==> config.mk <==
export PLATFORM = sky130hd
export DESIGN_NAME = clksw_ctrl
export DESIGN_NICKNAME = d
export VERILOG_FILES = /design/src/rtl/clksw_pkg.sv /design/src/rtl/clksw_wake.sv /design/src/rtl/clksw_regs.sv /design/src/rtl/clksw_ratio.sv /design/src/rtl/clksw_prescaler.sv /design/src/rtl/clksw_ctrl.sv
export SDC_FILE = /design/constraint.sdc
export NUM_CORES = 1
export LEC_CHECK = 0
export BUFFER_PORTS_ARGS = -buffer_cell sky130_fd_sc_hd__buf_2
export CORE_MARGIN = 1
export CORE_UTILIZATION = 30
export CTS_CLUSTER_DIAMETER = 40
export CTS_CLUSTER_SIZE = 20
export DETAILED_ROUTE_END_ITERATION = 10
export PLACE_DENSITY = 0.58
export SLEW_MARGIN = 10
export SYNTH_ARGS = -nofsm -noshare
export SYNTH_HDL_FRONTEND = slang
export SYNTH_SLANG_ARGS = --single-unit
==> constraint.sdc <==
create_clock -name clk -period 1.5 [get_ports clk]
set_input_delay 0.15 -clock clk [delete_from_list [all_inputs] [get_ports clk]]
set_output_delay 0.15 -clock clk [all_outputs]
set_load 0.05 [all_outputs]
==> src/rtl/clksw_pkg.sv <==
package clksw_pkg;
  typedef logic [1:0] div_code_t;
  localparam div_code_t CODE_FAST = 2'b00;  // /1, or /256 under power management
  localparam div_code_t CODE_SLOW = 2'b11;  // /8, or slow source under power management
  localparam int unsigned PM_DEEP_LOG2 = 8;

  typedef struct packed {
    div_code_t div;
    logic      pm;
    logic      swb;
    logic      stop;
  } ctrl_t;
endpackage

==> src/rtl/clksw_wake.sv <==
module clksw_wake #(
  parameter int unsigned NUM_SER = 2
) (
  input  logic               ext_irq_edge,
  input  logic [NUM_SER-1:0] ser_rx_en,
  input  logic [NUM_SER-1:0] ser_rx_pin,
  input  logic [NUM_SER-1:0] ser_tx_en,
  input  logic [NUM_SER-1:0] ser_tx_wr,
  input  logic               spi_slave_mode,
  input  logic               spi_ss_n,
  input  logic               spi_tx_en,
  input  logic               spi_tx_wr,
  input  logic               rtc_tod_irq,
  input  logic               dbg_entry,
  output logic               wake
);
  logic [NUM_SER-1:0] ser_hit;

  // each serial port contributes a gated receive and transmit condition
  for (genvar i = 0; i < NUM_SER; i++) begin : g_ser
    assign ser_hit[i] = (ser_rx_en[i] & ~ser_rx_pin[i]) | (ser_tx_en[i] & ser_tx_wr[i]);
  end

  assign wake = ext_irq_edge | (|ser_hit)
              | (spi_slave_mode & ~spi_ss_n) | (spi_tx_en & spi_tx_wr)
              | rtc_tod_irq | dbg_entry;
endmodule

==> src/rtl/clksw_regs.sv <==
module clksw_regs
  import clksw_pkg::*;
(
  input  logic  clk,
  input  logic  rst_n,
  input  logic  wr_en,
  input  ctrl_t wr_val,
  input  logic  wake,
  output ctrl_t ctrl
);
  ctrl_t ctrl_d;
  logic  swb_fire;

  assign swb_fire = ctrl.swb & ctrl.pm & wake;

  always_comb begin
    ctrl_d = ctrl;
    if (wr_en) begin
      ctrl_d = wr_val;
      // arming is refused while in power management with a wake pending
      if (wr_val.swb && !ctrl.swb && ctrl.pm && wake) ctrl_d.swb = 1'b0;
    end
    // hardware clear wins over software
    if (swb_fire) ctrl_d.pm = 1'b0;
  end

  always_ff @(posedge clk or negedge rst_n) begin
    if (!rst_n) ctrl <= '0;
    else        ctrl <= ctrl_d;
  end

  a_r4_pm_cleared: assert property (@(posedge clk) disable iff (!rst_n)
    (ctrl.swb && ctrl.pm && wake) |=> !ctrl.pm);

  a_r4_div_kept: assert property (@(posedge clk) disable iff (!rst_n)
    (ctrl.swb && ctrl.pm && wake && !wr_en) |=> (ctrl.div == $past(ctrl.div)));

  a_r6_arm_blocked: assert property (@(posedge clk) disable iff (!rst_n)
    (ctrl.pm && wake && !ctrl.swb) |=> !ctrl.swb);

  a_r10_no_wake_effect: assert property (@(posedge clk) disable iff (!rst_n)
    (!ctrl.swb && ctrl.pm && !wr_en) |=> ctrl.pm);
endmodule

==> src/rtl/clksw_ratio.sv <==
module clksw_ratio
  import clksw_pkg::*;
#(
  parameter int unsigned SLOW_LOG2 = 9,
  parameter int unsigned EW = 4
) (
  input  div_code_t     div,
  input  logic          pm,
  output logic [EW-1:0] eff_log2,
  output logic          slow_src
);
  always_comb begin
    eff_log2 = EW'(div);
    slow_src = 1'b0;
    if (pm) begin
      if (div == CODE_FAST) eff_log2 = EW'(PM_DEEP_LOG2);
      else if (div == CODE_SLOW) begin
        eff_log2 = EW'(SLOW_LOG2);
        slow_src = 1'b1;
      end
    end
  end
endmodule

==> src/rtl/clksw_prescaler.sv <==
module clksw_prescaler #(
  parameter int unsigned CW = 9,
  parameter int unsigned EW = 4
) (
  input  logic          clk,
  input  logic          rst_n,
  input  logic [EW-1:0] eff_log2,
  output logic          clk_en
);
  logic [CW-1:0] cnt;
  logic [CW-1:0] mask;

  always_ff @(posedge clk or negedge rst_n) begin
    if (!rst_n) cnt <= '0;
    else        cnt <= cnt + 1'b1;
  end

  // low eff_log2 bits all ones -> one strobe per 2^eff_log2 cycles
  assign mask   = ~({CW{1'b1}} << eff_log2);
  assign clk_en = ((cnt & mask) == mask);

  a_r9_gap: assert property (@(posedge clk) disable iff (!rst_n)
    (clk_en && eff_log2 != '0) |=> (!clk_en || eff_log2 != $past(eff_log2)));

  a_r9_every_cycle: assert property (@(posedge clk) disable iff (!rst_n)
    (eff_log2 == '0) |-> clk_en);
endmodule

==> src/rtl/clksw_ctrl.sv <==
module clksw_ctrl
  import clksw_pkg::*;
#(
  parameter int unsigned NUM_SER   = 2,
  parameter int unsigned SLOW_LOG2 = 9,
  localparam int unsigned CW = (SLOW_LOG2 > PM_DEEP_LOG2) ? SLOW_LOG2 : PM_DEEP_LOG2,
  localparam int unsigned EW = $clog2(CW + 1)
) (
  input  logic               clk,
  input  logic               rst_n,
  input  logic               wr_en,
  input  logic [1:0]         wr_div,
  input  logic               wr_pm_en,
  input  logic               wr_swb_en,
  input  logic               wr_stop,
  input  logic               ext_irq_edge,
  input  logic [NUM_SER-1:0] ser_rx_en,
  input  logic [NUM_SER-1:0] ser_rx_pin,
  input  logic [NUM_SER-1:0] ser_tx_en,
  input  logic [NUM_SER-1:0] ser_tx_wr,
  input  logic               spi_slave_mode,
  input  logic               spi_ss_n,
  input  logic               spi_tx_en,
  input  logic               spi_tx_wr,
  input  logic               rtc_tod_irq,
  input  logic               dbg_entry,
  output logic [1:0]         div_code,
  output logic               pm_en,
  output logic               swb_en,
  output logic               stop_req,
  output logic [EW-1:0]      eff_log2,
  output logic               slow_src,
  output logic               clk_en
);
  ctrl_t wr_val;
  ctrl_t ctrl;
  logic  wake;

  assign wr_val = '{div: wr_div, pm: wr_pm_en, swb: wr_swb_en, stop: wr_stop};

  clksw_wake #(.NUM_SER(NUM_SER)) u_wake (
    .ext_irq_edge(ext_irq_edge), .ser_rx_en(ser_rx_en), .ser_rx_pin(ser_rx_pin),
    .ser_tx_en(ser_tx_en), .ser_tx_wr(ser_tx_wr), .spi_slave_mode(spi_slave_mode),
    .spi_ss_n(spi_ss_n), .spi_tx_en(spi_tx_en), .spi_tx_wr(spi_tx_wr),
    .rtc_tod_irq(rtc_tod_irq), .dbg_entry(dbg_entry), .wake(wake));

  clksw_regs u_regs (
    .clk(clk), .rst_n(rst_n), .wr_en(wr_en), .wr_val(wr_val), .wake(wake), .ctrl(ctrl));

  clksw_ratio #(.SLOW_LOG2(SLOW_LOG2), .EW(EW)) u_ratio (
    .div(ctrl.div), .pm(ctrl.pm), .eff_log2(eff_log2), .slow_src(slow_src));

  clksw_prescaler #(.CW(CW), .EW(EW)) u_presc (
    .clk(clk), .rst_n(rst_n), .eff_log2(eff_log2), .clk_en(clk_en));

  assign div_code = ctrl.div;
  assign pm_en    = ctrl.pm;
  assign swb_en   = ctrl.swb;
  assign stop_req = ctrl.stop;

  a_r7_clear_wins: assert property (@(posedge clk) disable iff (!rst_n)
    (swb_en && pm_en && wake && wr_en && wr_pm_en) |=> !pm_en);

  a_r8_stop_neutral: assert property (@(posedge clk) disable iff (!rst_n)
    (wr_en && wr_div == div_code && wr_pm_en == pm_en && !(swb_en && pm_en && wake))
      |=> $stable(eff_log2));
endmodule

==> metrics <==
power density over cell area 974 nW/µm²; number of diodes 0; Max-cap violations 0; internal cell power 728 µW; I/O pin cnt 34; Initial Util 32.9%; Data arrival, critical path 1610 ps; largest net degree at the start of global routing 15; drt pass-1 iters 3; Total Wirelength 1520 µm; Final Worst Setup Slack -261 ps; Comb pwr share 39.4%; DRT iter0 DRCs 7; Die Y 52.2 µm; Sw Ratio 35.3%; Post-synth EDFFs 0; sequential power share 36.6%; Yosys top cell by area dfrtp_1; Worst Setup End Kind primary output; Clock Latency Late Sink 280 ps; max incr delay on CP 450 ps; first-pass GRT wire length 2630 µm; pre-CTS setup slack -38.4 ps; clock group share of total power 24.0%; die area 2720 µm²; Crit path max-delay family flip-flops; final worst-path cycle share 117%; Clock Path Buffers 2; Achievable Freq 0.568 GHz; WHS 70.1 ps; Hold Violations, Final 0; HP Class input pin to flop; routability cong. 0.686; mean post-synth cell area 9.94 µm²; Max Fanout on Critical Path 3; Finished Cell Area 1160 µm²; crit path launch type flop; root buf cell clkbuf_4; Mapped Cells 76; Finish-stage setup viols 4; crit path cell chain ha_4, or4_4, o211a_4, buf_8; Syn. warnings 0; Via Count 675; CTS tree built; vias in the first global route 635; gr ovfl total 0; asr flop ratio synth 100%; row count 17; largest cells by area after synthesis dfrtp_1 46%, ha_1 8.3%, xor2_1 4.6%, inv_1 4.5%, xnor2_1 3.5%; port buffer count 32; Seq/Total Area, Yosys 46.4%; Static Leakage 0.000588 µW; drt drc 0; DRT antenna net count 0; minimum clock period 1760 ps; CP bufs+invs 1; WS Path Type flop to primary output; Seq cells post-synth 14; Die W 52.2 µm; clock sink total 14; Tot Pwr 1130 µW; slowest stage cell, crit path dfrtp_2; DP HPWL 1220 µm; Max Slew Vio Count 0; Yosys cell types 26; core area 2300 µm²; status finished, violations left; failing checks negative setup slack; Tot GR Track Use 13.1%; share of cells above drive strength 1 50.0%; Clock Skew 3.62 ps; P&R area growth vs syn 53.0%; mapped cell area 756 µm²; Syn Nets 104; total CTS buffers 3; vias per inst 4.62; routed len/inst 10.4 µm; RSZ-0062 raised after global routing yes; post-synth top area share 46.4%; Sw Pwr 398 µW; final net count 147; ys flop type dfrtp_1; Cell Area, Placed 1040 µm²; maximum VDD drop 0.525 mV; worst path required time 1350 ps; antenna violations before repair 0; H-Tree Depth 1; clock slew at reported path FFs 90 ps
-- worst min-delay path: stages --
cell     delay, ps
buf_2           70
nand2_1         40
o21ai_0         50
-- power groups by stage --
stage / Clock, µW / Sequential [µW] / Combinational, µW
after floorplan: 0 / 479 / 219
after global placement: 0 / 417 / 377
after detailed placement: 0 / 417 / 383
after CTS: 278 / 412 / 428
after global routing: 301 / 417 / 469
final: 270 / 413 / 444
-- cell families (layout without fill, tap and decap cells) --
group                      Yosys count  in the layout  share of synthesized area [%]
DFF                                 14             14                           46.4
xor gates and xnor gates             7              7                           8.11
adders and majority gates            5              5                           8.28
and+or+nand+nor                     20             20                           13.6
other                                1              1                          0.496
buffers and inverters               12             54                           7.45
muxes                                3              3                           4.14
AOI/OAI and AO/OA                   14             14                           11.6
-- stage by stage --
| step | utilization [%] | instances | setup TNS [ps] |
|---|---|---|---|
| floorplan | - | 76 | -232 |
| global placement | 45.2 | 140 | -27.4 |
| detailed placement | 45.2 | 140 | -38.4 |
| CTS | 49.4 | 145 | -395 |
| global route | 50.3 | 146 | -596 |
| finish | 50.3 | 146 | -381 |
-- final timing paths --
path	start	end	slack [ps]	cells after the start
min in group asynchronous	rst_n	u_regs.ctrl[3]	300	2
worst min register to register	u_presc.cnt[7]	u_presc.cnt[7]	470	1
worst min-delay path	wr_div[0]	u_regs.ctrl[3]	70	3
worst max register to register	u_presc.cnt[2]	u_presc.cnt[8]	320	5
max in group asynchronous	rst_n	u_regs.ctrl[4]	940	2
worst max-delay path	u_regs.ctrl[4]	clk_en	-260	4
-- synthesized netlist by cell type (2+ instances only) --
cell type,instances
a22oi_1,3
xor2_1,4
a21oi_1,3
nand3_1,3
inv_1,9
a31oi_1,2
nor2_1,4
mux2i_1,2
ha_1,5
xnor2_1,3
nand4_1,3
o21ai_0,4
dfrtp_1,14
nand2_1,5
-- flip-flops by register name, indices dropped and copies added (netlist names) --
signal       count
u_regs.ctrl      5
u_presc.cnt      9
-- routing by layer --
layer | track usage (%) | part of all wire [%] | up-vias | wire, µm
met5 | 0 | 0 | - | 0
met4 | 3.95 | 0.53 | 0 | 8
met3 | 3.48 | 5.7 | 2 | 86
met2 | 21.8 | 50 | 25 | 759
met1 | 16.5 | 44 | 308 | 663
li1 | - | - | 340 | -
-- cell type report --
class                      count  area, µm²
timing repair buffer          41        273
sequential                    14        353
multi-input combinational     50        420
clock buffer                   4       36.3
inverter                       9       38.8
fill                         215       1140
tap                           28       35.0
-- what timing repair did --
item,CTS,global route
buffers inserted,0,1
pin swaps,1,1
endpoints found under the hold margin,14,0
setup endpoints to repair,5,5
resized for setup,14,5
cloned,0,0
hold buffers,1,0
-- layout by cell type (no fill, tap or decap), drive strengths merged, types with 4 or more instances in the layout --
master,n
buf,40
dfrtp,14
inv,9
nand2,5
ha,5
xor2,4
nor2,4
clkbuf,4
o21ai,4
Note: power is estimated with default switching activity, not from simulation.
